==> src/rtl/dac_bus_pkg.sv <==
package dac_bus_pkg;
   // control bit positions inside the synchronized vector
   localparam int CTL_CS  = 0;
   localparam int CTL_RW  = 1;
   localparam int CTL_LD  = 2;
   localparam int CTL_CLR = 3;
   localparam int CTL_N   = 4;

   // hold interval in clock cycles, rounded up
   function automatic int hold_cycles(input int clk_mhz, input int hold_ns);
      return (hold_ns * clk_mhz + 999) / 1000;
   endfunction
endpackage

==> src/rtl/dbi_sync.sv <==
module dbi_sync #(
   parameter int             N      = 4,
   parameter int             STAGES = 2,
   parameter logic [N-1:0]   RST    = '0
) (
   input  logic         clk,
   input  logic         rst_n,
   input  logic [N-1:0] d,
   output logic [N-1:0] q
);
   if (STAGES < 2) begin : g_bad_stages
      $error("dbi_sync needs at least two stages");
   end

   for (genvar i = 0; i < N; i++) begin : g_bit
      logic [STAGES-1:0] sh;
      always_ff @(posedge clk or negedge rst_n) begin
         if (!rst_n) sh <= {STAGES{RST[i]}};
         else        sh <= {sh[STAGES-2:0], d[i]};
      end
      assign q[i] = sh[STAGES-1];
   end
endmodule

==> src/rtl/dbi_latches.sv <==
module dbi_latches #(
   parameter int W = 16,
   localparam logic [W-1:0] MID = {1'b1, {(W-1){1'b0}}}
) (
   input  logic         clk,
   input  logic         rst_n,
   input  logic         s_cs_n,
   input  logic         s_rw,
   input  logic         s_ld_n,
   input  logic         s_clr_n,
   input  logic [W-1:0] bus_in,
   output logic [W-1:0] in_q,
   output logic [W-1:0] dac_q
);
   logic wr_en;
   assign wr_en = !s_cs_n && !s_rw;

   always_ff @(posedge clk or negedge rst_n) begin
      if (!rst_n)     in_q <= '0;
      else if (wr_en) in_q <= bus_in;
   end

   always_ff @(posedge clk or negedge rst_n) begin
      if (!rst_n)         dac_q <= '0;
      else if (!s_clr_n)  dac_q <= s_rw ? MID : '0;
      else if (!s_ld_n)   dac_q <= in_q;
   end


   wr_take_chk: assert property (@(posedge clk) disable iff (!rst_n)
      (!s_cs_n && !s_rw) |=> in_q == $past(bus_in));

   ld_copy_chk: assert property (@(posedge clk) disable iff (!rst_n)
      (s_clr_n && !s_ld_n) |=> dac_q == $past(in_q));

   clr_zero_chk: assert property (@(posedge clk) disable iff (!rst_n)
      (!s_clr_n && !s_rw) |=> dac_q == '0);

   clr_mid_chk: assert property (@(posedge clk) disable iff (!rst_n)
      (!s_clr_n && s_rw) |=> dac_q == MID);
endmodule

==> src/rtl/dbi_hold.sv <==
module dbi_hold #(
   parameter int CYC = 625,
   localparam int CW = (CYC < 2) ? 1 : $clog2(CYC + 1)
) (
   input  logic clk,
   input  logic rst_n,
   input  logic s_ld_n,
   output logic hold
);
   if (CYC == 0) begin : g_none
      logic unused_ld;
      assign unused_ld = s_ld_n;
      assign hold = 1'b0;
   end else begin : g_timer
      logic          ld_prev;
      logic          fall;
      logic [CW-1:0] cnt;

      // reset low so a strobe tied low from reset yields no edge
      always_ff @(posedge clk or negedge rst_n) begin
         if (!rst_n) ld_prev <= 1'b0;
         else        ld_prev <= s_ld_n;
      end
      assign fall = ld_prev && !s_ld_n;

      always_ff @(posedge clk or negedge rst_n) begin
         if (!rst_n)          cnt <= '0;
         else if (fall)       cnt <= CW'(CYC);
         else if (cnt != '0)  cnt <= cnt - 1'b1;
      end
      assign hold = (cnt != '0);


      hold_start_chk: assert property (@(posedge clk) disable iff (!rst_n)
         fall |=> hold);

      hold_bound_chk: assert property (@(posedge clk) disable iff (!rst_n)
         cnt <= CW'(CYC));

      hold_restart_chk: assert property (@(posedge clk) disable iff (!rst_n)
         (fall && hold) |=> cnt == CW'(CYC));
   end
endmodule

==> src/rtl/dac_bus_if.sv <==
module dac_bus_if
   import dac_bus_pkg::*;
#(
   parameter int W           = 16,
   parameter int CLK_MHZ     = 250,
   parameter int HOLD_NS     = 2500,
   parameter int SYNC_STAGES = 2,
   localparam int HOLD_CYC   = hold_cycles(CLK_MHZ, HOLD_NS)
) (
   input  logic         clk,
   input  logic         rst_n,
   input  logic         cs_n,
   input  logic         rw,
   input  logic         ld_n,
   input  logic         clr_n,
   input  logic [W-1:0] bus_in,
   output logic [W-1:0] bus_out,
   output logic         bus_oe,
   output logic [W-1:0] dac_code,
   output logic         hold
);
   if (W < 2) begin : g_bad_w
      $error("dac_bus_if needs W >= 2");
   end
   if (CLK_MHZ < 1) begin : g_bad_clk
      $error("dac_bus_if needs CLK_MHZ >= 1");
   end

   // reset levels: select and clear inactive, load low, rw write
   localparam logic [CTL_N-1:0] CTL_RST = 4'b1001;

   logic [CTL_N-1:0] ctl_raw, ctl_s;
   logic [W-1:0]     in_q;

   assign ctl_raw[CTL_CS]  = cs_n;
   assign ctl_raw[CTL_RW]  = rw;
   assign ctl_raw[CTL_LD]  = ld_n;
   assign ctl_raw[CTL_CLR] = clr_n;

   dbi_sync #(.N(CTL_N), .STAGES(SYNC_STAGES), .RST(CTL_RST)) u_sync (
      .clk(clk), .rst_n(rst_n), .d(ctl_raw), .q(ctl_s)
   );

   dbi_latches #(.W(W)) u_latch (
      .clk(clk), .rst_n(rst_n),
      .s_cs_n(ctl_s[CTL_CS]), .s_rw(ctl_s[CTL_RW]),
      .s_ld_n(ctl_s[CTL_LD]), .s_clr_n(ctl_s[CTL_CLR]),
      .bus_in(bus_in), .in_q(in_q), .dac_q(dac_code)
   );

   dbi_hold #(.CYC(HOLD_CYC)) u_hold (
      .clk(clk), .rst_n(rst_n), .s_ld_n(ctl_s[CTL_LD]), .hold(hold)
   );

   assign bus_oe  = !ctl_s[CTL_CS] && ctl_s[CTL_RW];
   assign bus_out = bus_oe ? in_q : '0;

   if (SYNC_STAGES == 2) begin : g_port_chk

      cs_idle_chk: assert property (@(posedge clk) disable iff (!rst_n)
         $past(cs_n, 2) |-> !bus_oe);
   end

   rd_data_chk: assert property (@(posedge clk) disable iff (!rst_n)
      bus_oe |-> (bus_out == in_q) && ctl_s[CTL_RW]);
endmodule

==> config.mk <==
export PLATFORM = sky130hd
export DESIGN_NAME = dac_bus_if
export DESIGN_NICKNAME = d
export VERILOG_FILES = /design/src/rtl/dac_bus_pkg.sv /design/src/rtl/dbi_sync.sv /design/src/rtl/dbi_latches.sv /design/src/rtl/dbi_hold.sv /design/src/rtl/dac_bus_if.sv
export SDC_FILE = /design/constraint.sdc
export NUM_CORES = 1
export LEC_CHECK = 0
export ABC_AREA = 0
export CAP_MARGIN = 40
export CORE_ASPECT_RATIO = 1.1
export CORE_UTILIZATION = 53
export CTS_CLUSTER_SIZE = 25
export DETAILED_ROUTE_END_ITERATION = 8
export GPL_ROUTABILITY_DRIVEN = 0
export MAX_ROUTING_LAYER = met4
export PLACE_DENSITY = 0.84
export SYNTH_ARGS = -nofsm -noshare
export SYNTH_HDL_FRONTEND = slang
export SYNTH_HIERARCHICAL = 1
export SYNTH_SLANG_ARGS = --single-unit
==> constraint.sdc <==
create_clock -name clk -period 4.7 [get_ports clk]
set_input_delay 0.47 -clock clk [delete_from_list [all_inputs] [get_ports clk]]
set_output_delay 0.47 -clock clk [all_outputs]
set_load 0.05 [all_outputs]
# Word-level counts from Yosys, hierarchy flattened
# Cells that the tools add are included.
[word_totals]
reg_bits = 51
in_bits = 22
out_inout_bits = 34
elab_cells = 24
[classes]
add_sub_neg = 1
n_eq_ne = 1
n_mux = 6
reduce_logical = 8
[op_table]
columns = ["op", "n"]
rows = [
  ["2-to-1 mux 16 bit", 4],
  ["2-to-1 mux 10 bit", 2],
  ["nonzero test 10 bit", 1],
  ["subtractor 10 x 1 -> 10 bit (second input constant)", 1],
  ["logical AND 1 bit", 3],
  ["logical NOT 1 bit", 3],
  ["!= test 2 bit (second input constant)", 1],
  ["nonzero test 2 bit", 1],
]

# Depth between registers and ports, before layout
# Gate-level depths: netlist of the first run.
[depth]
depth_word = 3
depth_mapped = 5
ltp_nobuf = 5

# By module
# Netlist of the first run, hierarchy kept.
[modules_own_cells]
columns = ["module", "n_inst", "cells_per_inst", "area_per_inst_um2", "seq_area_each_um2"]
rows = [
  ["dbi_latches", 1, 86, 1342.5, 800.8],
  ["dbi_hold", 1, 59, 610.6, 275.3],
  ["dbi_sync", 1, 12, 235.2, 205.2],
  ["dac_bus_if", 1, 19, 165.2, 0.0],
]

# Worst setup path after synthesis of the first run
# OpenSTA, ideal clock, no wires.
[synth_path]
kind = "reg2out"
start = "register u_hold.g_timer.cnt[0]"
end = "output port hold"
arrival_ps = 1602
required_time_ps = 4230
setup_slack_ps = 2628
stages_incl_launch_ff = 6
path_buffers = 0
path_cell_list = "dfrtp_1 > inv_1 > ha_1 > or4b_4 > nor3_4 > inv_1"
[synth_via]
elab_chain_cells = 1
[synth_rtl]
columns = ["item", "line", "text"]
rows = [
  ["start, declared", "dbi_hold.sv:17", "logic [CW-1:0] cnt;"],
  ["start signal, assigned", "dbi_hold.sv:28", "else if (fall) cnt <= CW'(CYC);"],
  ["start signal, assigned", "dbi_hold.sv:29", "else if (cnt != '0) cnt <= cnt - 1'b1;"],
  ["nonzero test 10 bit", "dbi_hold.sv:31", "assign hold = (cnt != '0);"],
  ["end, declared", "dac_bus_if.sv:20", "output logic hold"],
]
# No other way between the ends.

# Worst setup path in the final report of the first run
# Same ends and word-level chain as after synthesis.

==> reports/qor.csv, run 1 <==
stage;metric;value;unit
yosys;synth_seq_area_share;54.4;%
flow_run;max_cap_viol_count;0;
critical_path;endpoint;hold;
floorplanning;die_width;65.5;µm
yosys;synthDistinctLibCells;35;
timing;max_freq;331;MHz
detailed_routing;drt_pass_1_iters;4;
yosys;synth_area_leader_cell;dfrtp_1;
grt;first_global_vias;1519;
grt;grt_max_degree;29;
critical_path;timing.critical_path.required;4230;ps
clocking;cts_max_level;2;
clocking;tritoncts_num_sinks;51;
place;numPortBuffers;55;
critical_path;cp.buffers_inverters;3;
yosys;synth_cells;176;
clocking;insertion_delay;300;ps
cells_and_area;flow.area_growth_from_synthesis;29.0;%
yosys;synth-main-ff-cell;dfrtp_1;
grt;wire_length_of_the_first_global_routing_pass;7.19;mm
critical_path;cp.arrival;2550;ps
cells_and_area;finalNetCount;252;
critical_path;r2r_start;u_hold/g_timer.cnt[0];
yosys;synth_top_area_cells;dfrtp_1 50%, mux2i_1 7.7%, mux2_4 6.4%, and3b_1 6.0%, dfstp_2 4.5%;
place;dp_worst_setup_slack;1990;ps
clocking;post_cts_resize_count;0;
clocking;post_cts_setup_repair_bufs;0;
pwr;worst_ir_drop_vdd;0.000252;V
timing;layout_skew;9.16;ps
yosys;synth_area;2350;µm²
yosys;synthesis.nets;199;
floorplanning;height_of_the_die;71.9;µm
cells_and_area;filler_cell_count;315;
detailed_routing;drt_drc_violations_left;0;
outcome;outcome;finished, final reports clean;
timing;drv_slew;0;
timing;setup_ws;1680;ps
critical_path;worst-setup-path-type;flop to output pin;
place;place_hpwl;3.07;mm
critical_path;path_cells;inv_1 -> ha_1 -> or4b_4 -> nor3_4 -> inv_1 -> clkdlybuf4s50_1;
critical_path;critical_path.max_fanout;5;
clocking;cts_tree;built;
timing;unrepaired_setup_endpoints_after_global_routing;no;
yosys;fraction_of_registers_with_async_set_reset;100;%
critical_path;critPathMaxStageDelay;700;ps
clocking;cts_root_buf;clkbuf_8;
pwr;p_leak;1.37;nW
yosys;yosys_warnings;6;
timing;post-route-period-util;64.2;%
floorplanning;starting_density_of_the_core;54.9;%
clocking;cts-buffers-inserted;5;
yosys;synth_seq_cells;51;
clocking;post_cts_hold_buffer_count;0;
critical_path;critPathSlowestCell;clkdlybuf4s50_1;
timing;totalNegativeSetupSlack;0;ps
timing;final_hold_viol_count;0;
detailed_routing;dr.first_iter.drc_count;43;
critical_path;worstSetupStartpointType;flop;
floorplanning;std_cell_rows;25;
timing;shortest_period_the_worst_path_allows;3020;ps
timing;hold-worst-slack;133;ps
critical_path;worst_r2r_path_depth;5;
detailed_routing;drt-wirelength-per-cell;16.0;µm
detailed_routing;viasPerCell;5.39;
detailed_routing;final_wirelength;4.54;mm
cells_and_area;drive_above_1_share;17.4;%
min_path;timing.hold.worst.class;primary input to asynchronous set/reset pin;
clocking;cts.clk_slew.worst_paths;90;ps
pwr;power_density;392;nW/µm²
critical_path;worst_path_most_repeated_cell;inv_1;
yosys;synth_edf_count;0;
critical_path;setup.worst_path.start;u_hold/g_timer.cnt[0];
critical_path;reg2reg_slack;2750;ps
critical_path;crit_family;buffers and inverters;
cells_and_area;diode_insertion_count_for_antenna_repair;0;
floorplanning;core;4290;µm²
timing;final-setup-viol-count;0;
floorplanning;die_area;4710;µm²
grt;groute.usage.overall;21.8;%
critical_path;crit_cells;6;
grt;grt_remaining_overflow;0;
grt;antenna_found_initial;0;
detailed_routing;routed-via-count;1532;
clocking;cts-root-to-sink-buffers;2;
critical_path;r2r_end;u_hold/g_timer.cnt[1];
timing;maxSlewHeadroom;57.3;%
critical_path;kind_of_end_point_of_the_critical_path;output pin;
floorplanning;io_pins;56;
timing;tightest_slew;638;ps
detailed_routing;drtAntennaViolNets;0;
yosys;syn_area_per_cell;13.4;µm²
yosys;synth_top_cell_area_share;50.0;%
registers in the layout, indices dropped and copies added (netlist names):
register,count
u_latch/dac_q,16
u_sync/g_bit.sh,8
u_hold/g_timer.ld_prev,1
u_hold/g_timer.cnt,10
u_latch/in_q,16
report_power, final:
part | leakage, nW | internal [mW] | switching (mW)
combinational | 0.689 | 0.130 | 0.154
clock | 0.0654 | 0.213 | 0.134
sequential | 0.612 | 0.498 | 0.0600
total | 1.37 | 0.841 | 0.349
cell usage after synthesis, types with 2 or more instances:
master / n
dfrtp_1: 47
buf_6: 3
nor2b_1: 16
o211ai_1: 3
nand3_1: 2
or3_2: 2
or2_2: 2
a21oi_1: 2
mux2i_1: 18
inv_1: 6
or4_1: 3
nor2_1: 6
mux2_4: 10
o311ai_0: 2
and3b_1: 16
buf_4: 5
o31ai_1: 3
mux2_2: 7
o21ai_0: 4
dfstp_2: 4
cell families (layout without fill, tap and decap cells):
| group | count (synthesis) | after routing | synth area share [%] |
|---|---|---|---|
| flops | 51 | 51 | 54.4 |
| buf+inv | 17 | 71 | 5.63 |
| simple gates | 57 | 57 | 17.7 |
| fa+ha+maj | 1 | 1 | 0.532 |
| mux | 35 | 35 | 17.4 |
| compound gates | 15 | 15 | 4.31 |
cell type report:
class | count | area [µm²] | area share [%]
clock inverters | 2 | 60.1 | 1.98
flip-flops and latches | 51 | 1280 | 42.2
clock buffers | 6 | 72.6 | 2.39
repair buffers | 57 | 593 | 19.5
inverters | 6 | 22.5 | 0.742
multi-input cells | 108 | 940 | 30.9
well taps | 54 | 67.6 | 2.22
metrics by stage:
stage / instances / utilization [%] / area [µm²] / total power, mW
2_1_floorplan: 176 / - / 2350 / 0.750
3_3_place_gp: 274 / 66.7 / 2860 / 0.837
3_5_place_dp: 276 / 67.8 / 2900 / 0.850
4_1_cts: 284 / 70.9 / 3040 / 1.20
5_1_grt: 284 / 70.9 / 3040 / 1.25
6_report: 284 / 70.9 / 3040 / 1.19
per-layer routing:
metal | vias to the layer above | global-route usage, % | share of wire, %
met3 | 7 | 6.92 | 5.8
met2 | 54 | 33.8 | 50
met5 | - | - | 0
met4 | 0 | 7.97 | 1.5
li1 | 724 | - | -
met1 | 747 | 27.0 | 43
layout by cell type (no fill, tap or decap), types with 5 or more instances in the layout:
cell type / Yosys / final
and3b_1: 16 / 16
clkbuf_8: 0 / 5
clkdlybuf4s50_1: 0 / 54
dfrtp_1: 47 / 47
inv_1: 6 / 6
mux2_2: 7 / 7
mux2_4: 10 / 10
mux2i_1: 18 / 18
nor2_1: 6 / 6
nor2b_1: 16 / 16
worst min path at each step:
stage | end | slack [ps]
detailed placement | u_sync/g_bit[1].sh[1] | 340
floorplan | u_hold/g_timer.cnt[0] | 170
global placement | u_sync/g_bit[1].sh[1] | 330
CTS | u_latch/dac_q[10] | 150
finish | u_latch/dac_q[10] | 130
global route | u_latch/in_q[10] | 170
Note: power is estimated with default switching activity, not from simulation.
==> inputs of run 2 (changes only) <==
CORE_UTILIZATION = 49   (was 53)
PLACE_DENSITY = 0.79   (was 0.84)
clock period = 3 ns   (was 4.7 ns; I/O delays follow)
==> run 2 against run 1 <==
Compared with the run above: first-iteration DRC count rose by 140%; worst setup slack got worse by 1100 ps; hold slack improved by 220 ps; clock skew fell by 2.6 ps; sequential power rose by 56%; sequential share of layout area rose by 0.89 points; combinational power rose by 55%; final area fell by 2.1%; critical path depth did not move.
==> reports/qor.csv, run 2 (synthesis gave the netlist of run 1 again) <==
stage;metric;value;unit
timing;max_freq;408;MHz
pwr;power;1.70;mW
cells_and_area;diode_insertion_count_for_antenna_repair;0;
critical_path;path_cells;inv_1 -> ha_1 -> or4b_4 -> nor3_4 -> inv_1 -> dlymetal6s2s_1;
detailed_routing;final_wirelength;4.29;mm
place;placedCellCount;278;
critical_path;worstSetupStartpointType;flop;
floorplanning;std_cell_rows;26;
detailed_routing;drt_drc_violations_left;0;
grt;antenna_found_initial;0;
detailed_routing;drtAntennaViolNets;0;
timing;final-setup-viol-count;0;
timing;hold-worst-slack;357;ps
timing;unrepaired_setup_endpoints_after_global_routing;no;
critical_path;critPathSlowestCell;or4b_4;
clocking;cts-buffers-inserted;5;
detailed_routing;drt-wirelength-per-cell;15.0;µm
critical_path;crit_cells;6;
cells_and_area;layout_commonest_cell;clkdlybuf4s50_1;
detailed_routing;routed-via-count;1525;
pwr;p_leak;1.34;nW
clocking;cts.clk_slew.worst_paths;90;ps
cells_and_area;finalNetCount;253;
timing;post-route-period-util;81.7;%
critical_path;reg2reg_slack;1050;ps
grt;wire_length_of_the_first_global_routing_pass;7.24;mm
grt;grt_remaining_overflow;0;
min_path;worstHoldPathCells;0;
cells_and_area;final_core_utilization;64.4;%
cells_and_area;register_area;1280;µm²
timing;shortest_period_the_worst_path_allows;2450;ps
critical_path;cp.arrival;2150;ps
timing;maxSlewHeadroom;59.4;%
cells_and_area;most-common-layout-cells;53 x clkdlybuf4s50_1, 47 x dfrtp_1, 18 x mux2i_1;
critical_path;timing.critical_path.required;2700;ps
cells_and_area;area_of_the_multi_input_gates;940;µm²
place;numPortBuffers;55;
clocking;cts_tree;built;
critical_path;cp.buffers_inverters;3;
timing;layout_skew;6.54;ps
detailed_routing;drt_pass_1_iters;4;
detailed_routing;dr.first_iter.drc_count;104;
critical_path;worst_r2r_path_depth;5;
timing;totalNegativeSetupSlack;0;ps
pwr;worst_ir_drop_vdd;0.000340;V
clocking;insertion_delay;310;ps
cells_and_area;post_layout_nonfiller_instances;287;
clocking;cts-root-to-sink-buffers;2;
grt;first_global_vias;1543;
detailed_routing;viasPerCell;5.31;
floorplanning;starting_density_of_the_core;50.9;%
clocking;tritoncts_num_sinks;51;
outcome;outcome;finished, final reports clean;
cells_and_area;drive_above_1_share;17.7;%
clocking;cts_root_buf;clkbuf_8;
cells_and_area;largest_regs;u_latch/dac_q x16, u_latch/in_q x16, u_hold/g_timer.cnt x10;
flow_run;max_cap_viol_count;0;
floorplanning;die_area;5080;µm²
min_path;timing.hold.worst.class;flop to flop;
floorplanning;core;4620;µm²
timing;drv_slew;0;
critical_path;worst_path_most_repeated_cell;inv_1;
critical_path;kind_of_end_point_of_the_critical_path;output pin;
clocking;cts_max_level;2;
grt;groute.usage.overall;20.4;%
cells_and_area;filler_cell_count;376;
critical_path;crit_family;simple AND/OR/NAND/NOR gates;
place;place_hpwl;2.96;mm
timing;final_hold_viol_count;0;
cells_and_area;flow.area_growth_from_synthesis;26.4;%
clocking;post_cts_setup_repair_bufs;0;
floorplanning;die_width;68.1;µm
pwr;power_density;573;nW/µm²
floorplanning;io_pins;56;
floorplanning;height_of_the_die;74.7;µm
timing;tightest_slew;607;ps
critical_path;critical_path.max_fanout;5;
grt;grt_max_degree;28;
critical_path;critPathMaxStageDelay;500;ps
critical_path;worst-setup-path-type;flop to output pin;
[run 2: path summary, 6_finish.rpt]
path	from	to
hold reg to reg	u_sync/g_bit[1].sh[0]	u_sync/g_bit[1].sh[1]
setup / recovery	u_hold/g_timer.cnt[0]	hold
setup reg to reg	u_hold/g_timer.cnt[0]	u_hold/g_timer.cnt[1]
min in group asynchronous	rst_n	u_latch/dac_q[4]
hold / removal	u_sync/g_bit[1].sh[0]	u_sync/g_bit[1].sh[1]
max in group asynchronous	rst_n	u_sync/g_bit[0].sh[0]
[run 2: layer usage]
metal | GRT usage [%] | vias up | part of all wire (%)
met3 | 5.45 | 8 | 4.7
met5 | - | - | 0
met4 | 8.56 | 0 | 1.7
met2 | 30.1 | 40 | 49
met1 | 26.4 | 753 | 45
li1 | - | 724 | -
[run 2: through the flow]
step / instance area, µm² / setup slack [ps]
2_1_floorplan: 2350 / 1100
3_3_place_gp: 2870 / 526
3_5_place_dp: 2870 / 491
4_1_cts: 2970 / 136
5_1_grt: 2970 / 401
6_report: 2970 / 548
[run 2: layout make-up]
class / instances / area share, %
clock buffer: 5 / 2.31
clock inverter: 3 / 0.631
inverter: 6 / 0.757
multi-input combinational: 108 / 31.6
sequential: 51 / 43.1
tap: 56 / 2.36
timing repair buffer: 58 / 19.3
[run 2: power breakdown]
part	internal (mW)	leakage, nW	total, mW	switching (mW)
Clock	0.164	0.0483	0.392	0.227
Combinational	0.200	0.680	0.440	0.239
Sequential	0.781	0.612	0.872	0.0909
[run 2: timing repair]
| action | 4_1_cts | 5_1_grt |
|---|---|---|
| hold buffers | 1 | 0 |
| endpoints found under the setup margin | 0 | 1 |
| hold endpoints to repair | 22 | 0 |
| gates resized for setup | 0 | 1 |
==> inputs of run 3 (changes only) <==
CORE_UTILIZATION = 44   (was 49)
PLACE_DENSITY = 0.75   (was 0.79)
clock period = 2.2 ns   (was 3 ns; I/O delays follow)
==> run 3 against run 2 <==
Compared with the run above: register-to-register slack worse by 800 ps; die area up 11%; worst setup slack got worse by 460 ps; via count rose by 3.3%; clock power grew 34%; combinational power is 44% higher; non-clock buffer count increased by 5; power is 38% higher; final cell count up 2.4%; highest routed layer unchanged.
==> reports/qor.csv, run 3 (synthesis gave the netlist of run 1 again) <==
stage;metric;value;unit
timing;post-route-period-util;95.9;%
detailed_routing;dr.first_iter.drc_count;40;
clocking;cts.clk_slew.worst_paths;90;ps
timing;hold-worst-slack;313;ps
grt;grt_remaining_overflow;0;
critical_path;worstSetupStartpointType;flop;
pwr;pwr-share-comb;26.9;%
cells_and_area;most-common-layout-cells;47 x dfrtp_1, 36 x clkdlybuf4s50_1, 23 x buf_4;
floorplanning;std_cell_rows;27;
critical_path;cp.arrival;1890;ps
grt;first_global_vias;1583;
floorplanning;starting_density_of_the_core;46.4;%
detailed_routing;drt-wirelength-per-cell;15.9;µm
clocking;cts_root_buf;clkbuf_8;
detailed_routing;final_wirelength;4.68;mm
cells_and_area;flow.area_growth_from_synthesis;27.5;%
timing;final_hold_viol_count;0;
timing;maxSlewHeadroom;65.5;%
cells_and_area;largest_regs;u_latch/dac_q x16, u_latch/in_q x16, u_hold/g_timer.cnt x10;
grt;antenna_found_initial;0;
detailed_routing;drtAntennaViolNets;0;
floorplanning;height_of_the_die;78.7;µm
floorplanning;core;5070;µm²
place;numPortBuffers;55;
detailed_routing;drt_drc_violations_left;0;
critical_path;critPathSlowestCell;or4b_4;
place;postPlaceCellArea;2870;µm²
critical_path;cp.buffers_inverters;3;
grt;groute.usage.overall;18.5;%
timing;max_freq;474;MHz
cells_and_area;drive_above_1_share;27.5;%
clocking;insertion_delay;300;ps
grt;grt_max_degree;52;
detailed_routing;routed-via-count;1575;
clocking;tritoncts_num_sinks;51;
critical_path;critical_path.max_fanout;4;
cells_and_area;final_core_utilization;59.2;%
outcome;outcome;finished, final reports clean;
pwr;power_density;785;nW/µm²
timing;tightest_slew;517;ps
timing;totalNegativeSetupSlack;0;ps
clocking;cts_tree;built;
critical_path;kind_of_end_point_of_the_critical_path;output pin;
pwr;worst_ir_drop_vdd;0.000468;V
flow_run;max_cap_viol_count;0;
min_path;timing.hold.worst.class;primary input to flop;
pwr;seq_power_share;50.9;%
critical_path;path_cells;inv_2 -> ha_4 -> or4b_4 -> nor3_4 -> inv_1 -> buf_4;
critical_path;timing.critical_path.required;1980;ps
floorplanning;die_width;71.7;µm
floorplanning;die_area;5650;µm²
grt;wire_length_of_the_first_global_routing_pass;7.72;mm
place;place_hpwl;3.10;mm
cells_and_area;postLayoutCellArea;3000;µm²
pwr;p_int;1.58;mW
timing;final-setup-viol-count;0;
critical_path;worst-setup-path-type;flop to output pin;
pwr;p_leak;1.40;nW
detailed_routing;viasPerCell;5.36;
detailed_routing;drt_pass_1_iters;4;
clocking;cts-root-to-sink-buffers;2;
critical_path;critPathMaxStageDelay;480;ps
pwr;netSwitchingFraction;33.0;%
timing;layout_skew;10.1;ps
timing;shortest_period_the_worst_path_allows;2110;ps
pwr;total_switching_power;0.777;mW
cells_and_area;finalNetCount;258;
clocking;cts_max_level;2;
timing;drv_slew;0;
cells_and_area;layout_commonest_cell;dfrtp_1;
pwr;clock_group_share_of_total_power;22.3;%
cells_and_area;diode_insertion_count_for_antenna_repair;0;
critical_path;crit_family;simple AND/OR/NAND/NOR gates;
floorplanning;io_pins;56;
clocking;cts-buffers-inserted;5;
run 3: what timing repair did:
item / 4_1_cts / 5_1_grt
setup buffers: 1 / 2
setup endpoints to repair: 1 / 1
hold endpoints to repair: 47 / 0
gates resized for setup: 0 / 3
pin swaps: 1 / 1
hold buffers: 1 / 0
run 3: cell type report:
class	instances	area, µm²
Multi-Input combinational cell	108	952
Inverter	6	22.5
Clock buffer	6	72.6
Fill cell	413	2070
Sequential cell	51	1280
Tap cell	58	72.6
Clock inverter	2	12.5
Timing Repair Buffer	63	588
run 3: worst register-to-register path, cell delays in order, from the launching register on:
cell	delay, ps
dfrtp_1	430
inv_2	100
ha_4	150
or4b_4	480
nor3_4	190
buf_4	160
mux2_2	320
run 3: final timing paths:
| kind | slack (ps) | end | depth (start not counted) | start |
|---|---|---|---|---|
| setup / recovery | 90 | hold | 6 | u_hold/g_timer.cnt[0] |
| hold / removal | 310 | u_sync/g_bit[0].sh[0] | 1 | cs_n |
| setup reg to reg | 250 | u_hold/g_timer.cnt[1] | 6 | u_hold/g_timer.cnt[0] |
| hold reg to reg | 350 | u_sync/g_bit[1].sh[1] | 0 | u_sync/g_bit[1].sh[0] |
| max in group asynchronous | 1500 | u_sync/g_bit[3].sh[0] | 3 | rst_n |
| min in group asynchronous | 410 | u_latch/in_q[15] | 3 | rst_n |
run 3: per-layer routing:
layer | routed length [µm] | global-route usage [%]
met1 | 2070 | 22.3
met3 | 230 | 4.95
met2 | 2300 | 30.2
met5 | 0 | -
met4 | 87 | 6.47
run 3: through the flow:
step | power, mW | setup WS, ps | std cells
2_1_floorplan | 1.60 | 378 | 176
3_3_place_gp | 1.79 | 315 | 282
3_5_place_dp | 1.81 | 271 | 282
4_1_cts | 2.34 | 94.8 | 292
5_1_grt | 2.48 | -5.33 | 294
6_report | 2.36 | 91.1 | 294
run 3: power groups by stage:
stage,Clock [mW],Sequential [mW],Combinational [mW]
after global routing,0.587,1.21,0.681
after CTS,0.541,1.19,0.606
after floorplan,0,1.26,0.345
after global placement,0,1.20,0.595
after detailed placement,0,1.21,0.605
final,0.525,1.20,0.633
